File: src/rtl/xw_pkg.sv
package xw_pkg;
  localparam int VA_W  = 32;
  localparam int PG_SH = 12;
  localparam int VPN_W = VA_W - PG_SH;
  localparam int IDX_W = 10;

  // entry bit positions decoded by the memory-resident structures
  localparam int B_PRES  = 0;
  localparam int B_WR    = 1;
  localparam int B_USR   = 2;
  localparam int B_ACC   = 5;
  localparam int B_DIRTY = 6;

  typedef struct packed {
    logic [VPN_W-1:0] frame;
    logic             wr_ok;
    logic             usr_ok;
    logic             dirty;
    logic             present;
  } xw_ent_t;

  typedef struct packed {
    logic [VPN_W-1:0] frame;
    logic             wr_ok;
    logic             usr_ok;
    logic             present;
  } xw_res_t;

  function automatic logic [VA_W-1:0] xw_dir_slot(input logic [VA_W-1:0] base,
                                                  input logic [IDX_W-1:0] didx);
    return base + {{(VA_W-IDX_W-2){1'b0}}, didx, 2'b00};
  endfunction

  function automatic logic [VA_W-1:0] xw_tbl_slot(input logic [VPN_W-1:0] frame,
                                                  input logic [IDX_W-1:0] tidx);
    return {frame, tidx, 2'b00};
  endfunction

  function automatic logic [VA_W-1:0] xw_phys(input logic [VPN_W-1:0] frame,
                                              input logic [PG_SH-1:0] off);
    return {frame, off};
  endfunction

  function automatic logic xw_tbl_wb(input logic acc, input logic dirty, input logic wr);
    return !acc || (wr && !dirty);
  endfunction

  function automatic xw_ent_t xw_merge(input logic [VPN_W-1:0] frame,
                                       input logic t_wr, input logic t_usr,
                                       input logic t_dirty, input logic d_wr,
                                       input logic d_usr, input logic wr);
    xw_ent_t e;
    e.frame   = frame;
    e.wr_ok   = t_wr & d_wr;
    e.usr_ok  = t_usr & d_usr;
    e.dirty   = t_dirty | wr;
    e.present = 1'b1;
    return e;
  endfunction
endpackage

File: src/rtl/xw_tcache.sv
module xw_tcache
  import xw_pkg::*;
#(
  parameter  int SETS = 16,
  localparam int IW   = $clog2(SETS),
  localparam int TW   = VPN_W - IW
) (
  input  logic             clk,
  input  logic             rst_n,
  input  logic [VPN_W-1:0] look_vpn,
  output logic             look_hit,
  output xw_ent_t          look_ent,
  input  logic             fill_en,
  input  logic [VPN_W-1:0] fill_vpn,
  input  xw_ent_t          fill_ent,
  input  logic             clr_en,
  input  logic [IW-1:0]    clr_idx,
  output logic             any_valid
);
  logic [SETS-1:0] vld;
  logic [TW-1:0]   tag_a [SETS];
  xw_ent_t         ent_a [SETS];
  logic [IW-1:0]   look_idx;
  logic [IW-1:0]   fill_idx;

  assign look_idx = look_vpn[IW-1:0];
  assign fill_idx = fill_vpn[IW-1:0];

  for (genvar s = 0; s < SETS; s++) begin : g_set
    logic          v_q;
    logic [TW-1:0] t_q;
    xw_ent_t       e_q;
    always_ff @(posedge clk or negedge rst_n) begin
      if (!rst_n) begin
        v_q <= 1'b0;
        t_q <= '0;
        e_q <= '0;
      end else if (clr_en && clr_idx == IW'(s)) begin
        v_q <= 1'b0;
      end else if (fill_en && fill_idx == IW'(s)) begin
        v_q <= 1'b1;
        t_q <= fill_vpn[VPN_W-1:IW];
        e_q <= fill_ent;
      end
    end
    assign vld[s]   = v_q;
    assign tag_a[s] = t_q;
    assign ent_a[s] = e_q;
  end

  assign look_hit  = vld[look_idx] && (tag_a[look_idx] == look_vpn[VPN_W-1:IW]);
  assign look_ent  = ent_a[look_idx];
  assign any_valid = |vld;

  assert_clr_fill_excl_R10: assert property (@(posedge clk) disable iff (!rst_n)
    clr_en |-> !fill_en);
  assert_fill_marks_R9: assert property (@(posedge clk) disable iff (!rst_n)
    fill_en |=> any_valid);
endmodule

File: src/rtl/xw_perm.sv
module xw_perm (
  input  logic       present,
  input  logic       wr_ok,
  input  logic       usr_ok,
  input  logic       wr,
  input  logic       cpl_nz,
  input  logic       wp_en,
  output logic       fault,
  output logic [2:0] ecode
);
  logic priv_viol;
  logic ro_viol;

  assign priv_viol = !usr_ok && cpl_nz;
  assign ro_viol   = wr && wp_en && !wr_ok;
  assign fault     = !present || priv_viol || ro_viol;
  assign ecode     = {cpl_nz, wr, present};
endmodule

File: src/rtl/xw_seq.sv
module xw_seq
  import xw_pkg::*;
#(
  parameter  int SETS = 16,
  localparam int IW   = $clog2(SETS)
) (
  input  logic             clk,
  input  logic             rst_n,
  input  logic             flush,
  input  logic             req_valid,
  output logic             req_ready,
  input  logic [VA_W-1:0]  req_lin,
  input  logic             req_wr,
  input  logic             req_cpl_nz,
  input  logic             req_wp,
  input  logic [VA_W-1:0]  dir_base,
  output logic [VA_W-1:0]  act_lin,
  output logic             act_wr,
  output logic             act_cpl_nz,
  output logic             act_wp,
  output logic             done,
  output xw_res_t          done_res,
  output logic [VPN_W-1:0] look_vpn,
  input  logic             look_hit,
  input  xw_ent_t          look_ent,
  output logic             fill_en,
  output logic [VPN_W-1:0] fill_vpn,
  output xw_ent_t          fill_ent,
  output logic             clr_en,
  output logic [IW-1:0]    clr_idx,
  input  logic             any_valid,
  output logic             mem_valid,
  input  logic             mem_ready,
  output logic             mem_we,
  output logic [VA_W-1:0]  mem_addr,
  output logic [VA_W-1:0]  mem_wdata,
  input  logic             mem_rvalid,
  input  logic [VA_W-1:0]  mem_rdata
);
  typedef enum logic [3:0] {
    S_IDLE, S_FLUSH, S_LOOK, S_DIR_RQ, S_DIR_WT, S_DIR_WB,
    S_TBL_RQ, S_TBL_WT, S_TBL_WB, S_RESP
  } st_t;

  st_t             st;
  logic            flush_pend;
  logic [IW-1:0]   clr_cnt;
  logic [VA_W-1:0] lin_q, base_q, pde_q, pte_q;
  logic            wr_q, cpl_q, wp_q;
  xw_res_t         res_q;

  // named internal events
  logic            hit_ok;
  logic            clr_last;
  logic [VA_W-1:0] pte_cur;
  logic            tbl_wb_need;
  xw_ent_t         merged;
  logic            dir_phase;

  assign hit_ok      = look_hit && (!wr_q || look_ent.dirty);
  assign clr_last    = (clr_cnt == IW'(SETS - 1));
  assign pte_cur     = (st == S_TBL_WT) ? mem_rdata : pte_q;
  assign tbl_wb_need = xw_tbl_wb(pte_cur[B_ACC], pte_cur[B_DIRTY], wr_q);
  assign merged      = xw_merge(pte_cur[VA_W-1:PG_SH], pte_cur[B_WR], pte_cur[B_USR],
                                pte_cur[B_DIRTY], pde_q[B_WR], pde_q[B_USR], wr_q);
  assign dir_phase   = (st == S_DIR_RQ) || (st == S_DIR_WB);

  assign req_ready = (st == S_IDLE) && !flush_pend;
  assign done      = (st == S_RESP);
  assign done_res  = res_q;
  assign act_lin    = lin_q;
  assign act_wr     = wr_q;
  assign act_cpl_nz = cpl_q;
  assign act_wp     = wp_q;

  assign look_vpn = lin_q[VA_W-1:PG_SH];
  assign fill_vpn = lin_q[VA_W-1:PG_SH];
  assign fill_ent = merged;
  assign fill_en  = (st == S_TBL_WT && mem_rvalid && mem_rdata[B_PRES] && !tbl_wb_need) ||
                    (st == S_TBL_WB && mem_ready);
  assign clr_en   = (st == S_FLUSH);
  assign clr_idx  = clr_cnt;

  assign mem_valid = (st == S_DIR_RQ) || (st == S_DIR_WB) ||
                     (st == S_TBL_RQ) || (st == S_TBL_WB);
  assign mem_we    = (st == S_DIR_WB) || (st == S_TBL_WB);
  assign mem_addr  = dir_phase ? xw_dir_slot(base_q, lin_q[VA_W-1:VA_W-IDX_W])
                               : xw_tbl_slot(pde_q[VA_W-1:PG_SH], lin_q[PG_SH+IDX_W-1:PG_SH]);
  assign mem_wdata = (st == S_DIR_WB) ? (pde_q | (32'd1 << B_ACC))
                   : (pte_q | (32'd1 << B_ACC) | (wr_q ? (32'd1 << B_DIRTY) : 32'd0));

  always_ff @(posedge clk or negedge rst_n) begin
    if (!rst_n) begin
      st         <= S_IDLE;
      flush_pend <= 1'b0;
      clr_cnt    <= '0;
      lin_q      <= '0;
      base_q     <= '0;
      pde_q      <= '0;
      pte_q      <= '0;
      wr_q       <= 1'b0;
      cpl_q      <= 1'b0;
      wp_q       <= 1'b0;
      res_q      <= '0;
    end else begin
      if (flush) flush_pend <= 1'b1;
      else if (st == S_IDLE && flush_pend) flush_pend <= 1'b0;
      case (st)
        S_IDLE: begin
          if (flush_pend) begin
            if (any_valid) begin
              st      <= S_FLUSH;
              clr_cnt <= '0;
            end
          end else if (req_valid) begin
            lin_q  <= req_lin;
            base_q <= dir_base;
            wr_q   <= req_wr;
            cpl_q  <= req_cpl_nz;
            wp_q   <= req_wp;
            st     <= S_LOOK;
          end
        end
        S_FLUSH: begin
          clr_cnt <= clr_cnt + 1'b1;
          if (clr_last) st <= S_IDLE;
        end
        S_LOOK: begin
          if (hit_ok) begin
            res_q <= '{frame: look_ent.frame, wr_ok: look_ent.wr_ok,
                       usr_ok: look_ent.usr_ok, present: 1'b1};
            st    <= S_RESP;
          end else begin
            st <= S_DIR_RQ;
          end
        end
        S_DIR_RQ: if (mem_ready) st <= S_DIR_WT;
        S_DIR_WT: begin
          if (mem_rvalid) begin
            pde_q <= mem_rdata;
            if (!mem_rdata[B_PRES]) begin
              res_q <= '0;
              st    <= S_RESP;
            end else if (!mem_rdata[B_ACC]) begin
              st <= S_DIR_WB;
            end else begin
              st <= S_TBL_RQ;
            end
          end
        end
        S_DIR_WB: if (mem_ready) st <= S_TBL_RQ;
        S_TBL_RQ: if (mem_ready) st <= S_TBL_WT;
        S_TBL_WT: begin
          if (mem_rvalid) begin
            pte_q <= mem_rdata;
            if (!mem_rdata[B_PRES]) begin
              res_q <= '0;
              st    <= S_RESP;
            end else if (tbl_wb_need) begin
              st <= S_TBL_WB;
            end else begin
              res_q <= '{frame: merged.frame, wr_ok: merged.wr_ok,
                         usr_ok: merged.usr_ok, present: 1'b1};
              st    <= S_RESP;
            end
          end
        end
        S_TBL_WB: begin
          if (mem_ready) begin
            res_q <= '{frame: merged.frame, wr_ok: merged.wr_ok,
                       usr_ok: merged.usr_ok, present: 1'b1};
            st    <= S_RESP;
          end
        end
        S_RESP:  st <= S_IDLE;
        default: st <= S_IDLE;
      endcase
    end
  end

  assert_mem_hold_R11: assert property (@(posedge clk) disable iff (!rst_n)
    mem_valid && !mem_ready |=> mem_valid && $stable(mem_addr) && $stable(mem_we) && $stable(mem_wdata));
  assert_wb_accessed_R3: assert property (@(posedge clk) disable iff (!rst_n)
    mem_valid && mem_we |-> mem_wdata[B_ACC]);
  assert_wb_dirty_R4: assert property (@(posedge clk) disable iff (!rst_n)
    mem_valid && mem_we && !dir_phase && wr_q |-> mem_wdata[B_DIRTY]);
  assert_resp_pulse_R12: assert property (@(posedge clk) disable iff (!rst_n)
    done |=> !done);
  assert_busy_no_ready_R12: assert property (@(posedge clk) disable iff (!rst_n)
    mem_valid |-> !req_ready);
endmodule

File: src/rtl/xlat_walker.sv
module xlat_walker
  import xw_pkg::*;
#(
  parameter  int SETS = 16,
  localparam int IW   = $clog2(SETS)
) (
  input  logic        clk,
  input  logic        rst_n,
  input  logic [31:0] dir_base,
  input  logic        wp_en,
  input  logic        flush,
  input  logic        req_valid,
  output logic        req_ready,
  input  logic [31:0] req_lin,
  input  logic        req_wr,
  input  logic        req_cpl_nz,
  output logic        resp_valid,
  output logic [31:0] resp_phys,
  output logic        resp_fault,
  output logic [2:0]  resp_ecode,
  output logic [31:0] fault_addr,
  output logic        mem_valid,
  input  logic        mem_ready,
  output logic        mem_we,
  output logic [31:0] mem_addr,
  output logic [31:0] mem_wdata,
  input  logic        mem_rvalid,
  input  logic [31:0] mem_rdata
);
  logic [VA_W-1:0]  act_lin;
  logic             act_wr, act_cpl_nz, act_wp;
  logic             done;
  xw_res_t          done_res;
  logic [VPN_W-1:0] look_vpn, fill_vpn;
  logic             look_hit, fill_en, clr_en, any_valid;
  xw_ent_t          look_ent, fill_ent;
  logic [IW-1:0]    clr_idx;
  logic             fault_w;
  logic [2:0]       ecode_w;

  xw_seq #(.SETS(SETS)) u_seq (
    .clk(clk), .rst_n(rst_n), .flush(flush),
    .req_valid(req_valid), .req_ready(req_ready), .req_lin(req_lin),
    .req_wr(req_wr), .req_cpl_nz(req_cpl_nz), .req_wp(wp_en), .dir_base(dir_base),
    .act_lin(act_lin), .act_wr(act_wr), .act_cpl_nz(act_cpl_nz), .act_wp(act_wp),
    .done(done), .done_res(done_res),
    .look_vpn(look_vpn), .look_hit(look_hit), .look_ent(look_ent),
    .fill_en(fill_en), .fill_vpn(fill_vpn), .fill_ent(fill_ent),
    .clr_en(clr_en), .clr_idx(clr_idx), .any_valid(any_valid),
    .mem_valid(mem_valid), .mem_ready(mem_ready), .mem_we(mem_we),
    .mem_addr(mem_addr), .mem_wdata(mem_wdata),
    .mem_rvalid(mem_rvalid), .mem_rdata(mem_rdata)
  );

  xw_tcache #(.SETS(SETS)) u_cache (
    .clk(clk), .rst_n(rst_n),
    .look_vpn(look_vpn), .look_hit(look_hit), .look_ent(look_ent),
    .fill_en(fill_en), .fill_vpn(fill_vpn), .fill_ent(fill_ent),
    .clr_en(clr_en), .clr_idx(clr_idx), .any_valid(any_valid)
  );

  xw_perm u_perm (
    .present(done_res.present), .wr_ok(done_res.wr_ok), .usr_ok(done_res.usr_ok),
    .wr(act_wr), .cpl_nz(act_cpl_nz), .wp_en(act_wp),
    .fault(fault_w), .ecode(ecode_w)
  );

  assign resp_valid = done;
  assign resp_phys  = xw_phys(done_res.frame, act_lin[PG_SH-1:0]);
  assign resp_fault = fault_w;
  assign resp_ecode = ecode_w;

  always_ff @(posedge clk or negedge rst_n) begin
    if (!rst_n) fault_addr <= '0;
    else if (done && fault_w) fault_addr <= act_lin;
  end

  assert_fault_addr_R7: assert property (@(posedge clk) disable iff (!rst_n)
    resp_valid && resp_fault |=> fault_addr == $past(act_lin));
  assert_absent_faults_R2: assert property (@(posedge clk) disable iff (!rst_n)
    resp_valid && !resp_ecode[0] |-> resp_fault && resp_phys[31:12] == '0);
endmodule

File: config.mk
export PLATFORM = sky130hd
export DESIGN_NAME = xlat_walker
export DESIGN_NICKNAME = d
export VERILOG_FILES = /design/src/rtl/xw_pkg.sv /design/src/rtl/xw_tcache.sv /design/src/rtl/xw_perm.sv /design/src/rtl/xw_seq.sv /design/src/rtl/xlat_walker.sv
export SDC_FILE = /design/constraint.sdc
export NUM_CORES = 2
export LEC_CHECK = 0
export ABC_AREA = 1
export BUFFER_PORTS_ARGS = -buffer_cell sky130_fd_sc_hd__clkbuf_2
export CAP_MARGIN = 0
export CELL_PAD_IN_SITES_DETAIL_PLACEMENT = 1
export CELL_PAD_IN_SITES_GLOBAL_PLACEMENT = 2
export CORE_ASPECT_RATIO = 0.9
export CORE_MARGIN = 1
export CORE_UTILIZATION = 35
export CTS_CLUSTER_SIZE = 40
export DETAILED_ROUTE_END_ITERATION = 8
export PLACE_DENSITY = 0.75
export SLEW_MARGIN = 20
export SYNTH_ARGS = -nofsm -noshare
export SYNTH_HDL_FRONTEND = slang
export SYNTH_HIERARCHICAL = 1
export SYNTH_SLANG_ARGS = --single-unit
File: constraint.sdc
create_clock -name clk -period 3.1 [get_ports clk]
set_clock_uncertainty 0.1 [all_clocks]
set_input_delay 0.31 -clock clk [delete_from_list [all_inputs] [get_ports clk]]
set_output_delay 0.31 -clock clk [all_outputs]
set_load 0.05 [all_outputs]
Word-level counts from Yosys, hierarchy flattened
Cells that the tools add are included.

Add/sub/neg operators: 2. Magnitude comparators: 2. Eq/ne operators: 54. Multiplexer cells: 73. Bitwise logic cells: 22. Reductions and logical operators: 107.

Operators with widths (number): two-way mux 23 bit (7); binary-select mux 24 bit (select 4 bit) (1); two-way mux 32 bit (3); one-hot mux 23 bit (4 select lines) (1); equality test 4 bit, second input constant (18); binary-select mux 16 bit (select 4 bit) (1); two-way mux 4 bit (15); equality test 4 x 3 -> 1 bit, second input constant (12); two-way mux 24 bit (2); logical AND 1 bit (45); two-way mux 1 bit (36); one-hot mux 4 bit (9 select lines) (1); AND reduction 2 bit (18); nonzero test 2 bit (18); adder 32 x 12 -> 32 bit (1); two-way mux 16 bit (2); bitwise OR 32 bit (1); equality test 4 x 2 -> 1 bit, second input constant (6); inequality test 2 bit, second input constant (9); inverter 1 bit (17); equality test 16 bit (1); OR reduction 16 bit (1); equality test 4 x 1 -> 1 bit, second input constant (3); zero test 4 bit (3); 19 further kinds (38).

Register bits: 851. Input bits: 105. Output and inout port bits: 136.

Logic depth before layout (Yosys ltp)
Depth after elaboration: 11. Gate-level depth with buffers: 26.

Modules after synthesis
The synthesis kept the hierarchy.

By module, submodules not included: xw_tcache (times used 1, cells an instance 3642, area an instance 29873.7 µm²); xw_seq (times used 1, cells an instance 1237, area an instance 9376.5 µm²); xlat_walker (times used 1, cells an instance 140, area an instance 1367.6 µm²); xw_perm (times used 1, cells an instance 8, area an instance 43.8 µm²).

Worst setup path after synthesis
OpenSTA, ideal clock, no wires.

Path kind: register -> output. From: register u_seq.lin_q[22], in the netlist u_seq/act_lin[22]. To: output port mem_addr[6]. Arrival: 2.401 ns. Required time: 2.690 ns. Path slack: 0.289 ns. Stages on the path, launching flop included: 8. Buffers on the path: 0. Cell sequence: dfrtp_1 > ha_1 > fa_1 > nand3_1 > nand2_1 > nand2_1 > nand2_1 > o21ai_0.

Cells in the longest elaborated chain, start to end: 2.

Ends and longest elaborated chain: start, declared (RTL line xw_seq.sv:48) `logic [VA_W-1:0] lin_q, base_q, pde_q, pte_q;`; start signal, assigned (RTL line xw_seq.sv:116) `lin_q <= req_lin;`; adder 32 x 12 -> 32 bit (RTL line xw_pkg.sv:31) `return base + {{(VA_W-IDX_W-2){1'b0}}, didx, 2'b00};`; two-way mux 32 bit (RTL line xw_seq.sv:87) `assign mem_addr = dir_phase ? xw_dir_slot(base_q, lin_q[VA_W-1:VA_W-IDX_W])`; end, declared (RTL line xlat_walker.sv:25) `output logic [31:0] mem_addr,`.

No other way between the ends.

Worst setup path in the final report
From: register u_seq.lin_q[12], in the netlist u_seq/act_lin[12]. To: register u_seq.res_q, in the netlist u_seq/done_res[2].

Cells in the longest elaborated chain, start to end: 9.

Ends and longest elaborated chain: inverter 4 -> 5 bit (implied by the code) (RTL line xw_tcache.sv:51) `assign look_hit = vld[look_idx] && (tag_a[look_idx] == look_vpn[VPN_W-1:IW]);`; binary-select mux 16 bit (select 4 bit) (RTL line xw_tcache.sv:51); two-way mux 16 bit (implied by the code) (2 in a row) (RTL line xw_tcache.sv:51); equality test 16 bit (RTL line xw_tcache.sv:51); logical AND 1 bit (*) (RTL line xw_tcache.sv:51); named net look_hit (RTL line xlat_walker.sv:35) `logic look_hit, fill_en, clr_en, any_valid;`; logical AND 1 bit (*) (RTL line xw_seq.sv:60) `assign hit_ok = look_hit && (!wr_q || look_ent.dirty);`; inequality test 2 x 1 -> 1 bit (no line) (*); AND reduction 7 bit (no line) (*); end signal, assigned (RTL line xw_seq.sv:130) `res_q <= '{frame: look_ent.frame, wr_ok: look_ent.wr_ok,`; end signal, assigned (RTL line xw_seq.sv:162) `res_q <= '{frame: merged.frame, wr_ok: merged.wr_ok,`; end signal, assigned (RTL line xw_seq.sv:170) `res_q <= '{frame: merged.frame, wr_ok: merged.wr_ok,`; end, declared (RTL line xw_seq.sv:50) `xw_res_t res_q;`.

The timed path passes the listed nets; every way through them passes the cells marked *. The select of a mux whose other input is x is not followed. A chain may end at the register's enable or synchronous reset.

==> results.json <==
{
  "design_area_um2": 49500,
  "p_per_area_nw_per_um2": 1110,
  "grt_pass1_vias": 36500,
  "dieArea_um2": 116000,
  "yosys_warnings": 6,
  "rrSetupSlack_ns": -0.14,
  "worstRegToRegCells": 22,
  "via_per_inst": 5.22,
  "clk_path_buf_depth": 3,
  "gp_congestion": 0.874,
  "synthesis.nets": 5070,
  "p_clk_frac": 0.211,
  "diodes": 0,
  "crit_fanout": 7,
  "cp_slowest_stage_delay_ns": 0.52,
  "nets": 5351,
  "place_ws_ns": -0.500,
  "netlist_instances": 4953,
  "drt_iter0_drc": 2523,
  "path_buf_inv": 7,
  "fp.dieW_um": 358,
  "syn2layout_area_growth_pct": 23.8,
  "cts_inserted_buffers": 94,
  "finalSetupTns_ns": -3.17,
  "status": "finished with violations",
  "internal_power_mw": 30.0,
  "fill_cells": 13400,
  "cp_common_cell": "nand3_2",
  "clockRootBuffer": "clkbuf_16",
  "fin_ws_ns": -0.143,
  "leakagePower_nw": 23.4,
  "clock_latency_ns": 0.70,
  "cts_tree": "done",
  "setup_viol": 25,
  "core.rowCount": 117,
  "pin_count": 241,
  "maxCapViolations": 0,
  "required_ns": 3.59,
  "maxSlewViolCount": 0,
  "max_freq_ghz": 0.308,
  "cts.sinks": 834,
  "r2r-start": "u_seq/act_lin[12]",
  "die_h_um": 323,
  "crit_cells": 22,
  "grt_max_degree": 111,
  "critPathArrivalTime_ns": 3.73,
  "crit_start": "u_seq/act_lin[12]",
  "drt_wl_total_um": 151000,
  "power_frac_comb": 0.492,
  "synth_area_um2": 40000,
  "rsz0062_at_grt": "true",
  "p_seq_frac": 0.297,
  "via_count": 35400,
  "clk_pin_slew_worst_paths_ns": 0.06,
  "endpoint_kind": "register",
  "swShare": 0.455,
  "violations": "setup timing",
  "startpoint_type": "register",
  "layout_min_cycle_time_ns": 3.24,
  "p_sw_mw": 25.0,
  "hp-class": "in -> reg",
  "drc": 0,
  "grt_overflow": 0,
  "final_core_util": 0.437,
  "worst_pin_slew_ns": 0.814,
  "dpl_cell_area_um2": 43600,
  "antenna_found_initial": 0,
  "max_slew_margin": 0.456,
  "cpMaxStageDelayCell": "dfrtp_4",
  "holdWs_ns": 0.0570,
  "initial_core_util": 0.353,
  "layout-drive-gt1-share": 0.175,
  "track_usage": 0.261,
  "ir_worst_vdd_mv": 0.520,
  "ant_nets": 0,
  "finalCritPeriodShare": 1.05,
  "rr_endpoint": "u_seq/done_res[2]",
  "fp.coreArea_um2": 113000,
  "finalHoldViolations": 0,
  "wl_per_cell_um": 22.3,
  "crit_family": "simple AND/OR/NAND/NOR gates",
  "path_cells": "buf_12 -> buf_16 -> buf_8 -> nand2_2 -> nand3_2 -> nand3_2 -> nand3_2 -> buf_4 -> nand3_4 -> nand2_1 -> nor2_2 -> nand3_2 -> nor2_4 -> o21ai_1 -> nand2_1 -> nand3_2 -> nor2_2 -> and2_4 -> buf_12 -> buf_8 -> buf_16 -> o21ai_2",
  "drtPass1Iterations": 7,
  "grt_pass1_wl_um": 231000,
  "crit_type": "reg -> reg",
  "dp_hpwl_um": 91900,
  "synth_area_per_cell_um2": 8.07,
  "portBuffers": 239,
  "crit_path_end": "u_seq/done_res[2]",
  "htree_levels": 3
}
==> layer usage <==
| layer | wire (µm) | global-route usage | vias to the layer above | share of wire |
|---|---|---|---|---|
| li1 | - | - | 16700 | - |
| met1 | 71400 | 0.369 | 17900 | 0.47 |
| met2 | 71100 | 0.423 | 607 | 0.47 |
| met3 | 4710 | 0.0311 | 196 | 0.031 |
| met4 | 4150 | 0.0688 | 0 | 0.027 |
| met5 | 0 | 0 | - | 0 |
==> layout by cell type, fill, tap and decap left out, drive strengths merged, types with 4 or more instances in the layout <==
| cell type | count |
|---|---|
| nand4 | 4 |
| or2 | 5 |
| bufinv | 8 |
| nand3 | 281 |
| buf | 279 |
| dlygate4sd3 | 103 |
| a21oi | 36 |
| dfrtp | 834 |
| o211ai | 48 |
| o221ai | 67 |
| clkinv | 22 |
| nand3b | 9 |
| nand2 | 1465 |
| o22ai | 27 |
| inv | 300 |
| o21ai | 1000 |
| nor2 | 346 |
| ha | 11 |
| nor4 | 5 |
| clkbuf | 349 |
| mux2 | 53 |
| nor3 | 14 |
| xor2 | 9 |
| or3 | 12 |
==> area by class of cell <==
class	count	area, µm²	share of cell area
repair buffers	599	5720	0.116
well taps	1487	1860	0.0376
clock inverters	33	403	0.00814
inverters	297	1140	0.0230
clock buffers	133	2730	0.0552
repair inverters	3	48.8	0.000986
multi-input cells	3405	16700	0.337
flip-flops and latches	834	20900	0.422
==> stage by stage <==
step                power [mW]  std cells
floorplan                 31.6       4953
CTS                       54.5       6782
finish                    55.0       6791
global placement          39.8       6475
detailed placement        40.1       6475
global route              58.2       6791
==> tightest hold or removal path, cell delays in order <==
cell and delay [ns]:
clkbuf_2 0.14, o21ai_0 0.18, nor2_1 0.06, nand3_1 0.07, nand2_1 0.05
==> registers in the layout (all words and copies together), names as in the netlist, 4 cells and up <==
register	count
u_cache/g_set.t_q	256
fault_addr	32
u_cache/ent_a	368
u_seq/st	4
u_seq/clr_idx	4
u_seq/base_q	32
u_seq/pte_q	32
u_seq/act_lin	32
u_cache/g_set.v_q	16
u_seq/pde_q	31
u_seq/done_res	23
==> worst min path at each step <==
| stage | start | endpoint | slack (ns) | cells past startpoint |
|---|---|---|---|---|
| after floorplan | rst_n | fault_addr[0] | -0.09 | 0 |
| after global placement | rst_n | u_cache/g_set[13].t_q[0] | 0.31 | 1 |
| after detailed placement | rst_n | u_cache/g_set[13].t_q[0] | 0.31 | 1 |
| after CTS | req_valid | u_seq/st[0] | 0.01 | 5 |
| after global routing | req_valid | u_seq/st[0] | 0.06 | 5 |
| final | req_valid | u_seq/st[0] | 0.06 | 5 |
==> power by group through the flow <==
stage	clock network, mW	logic [mW]	registers, mW
after floorplan	0	14.8	16.8
after global routing	12.2	29.3	16.7
after global placement	0	23.4	16.3
after CTS	11.9	26.4	16.2
after detailed placement	0	23.7	16.4
final	11.6	27.1	16.3
==> timing repair <==
item	CTS	global route
endpoints found under the hold margin	186	0
pin swaps	36	51
resized for setup	190	122
cloned	16	2
hold buffers	103	0
setup endpoints to repair	370	243
setup buffers	25	9
Note: power is estimated with default switching activity, not from simulation.
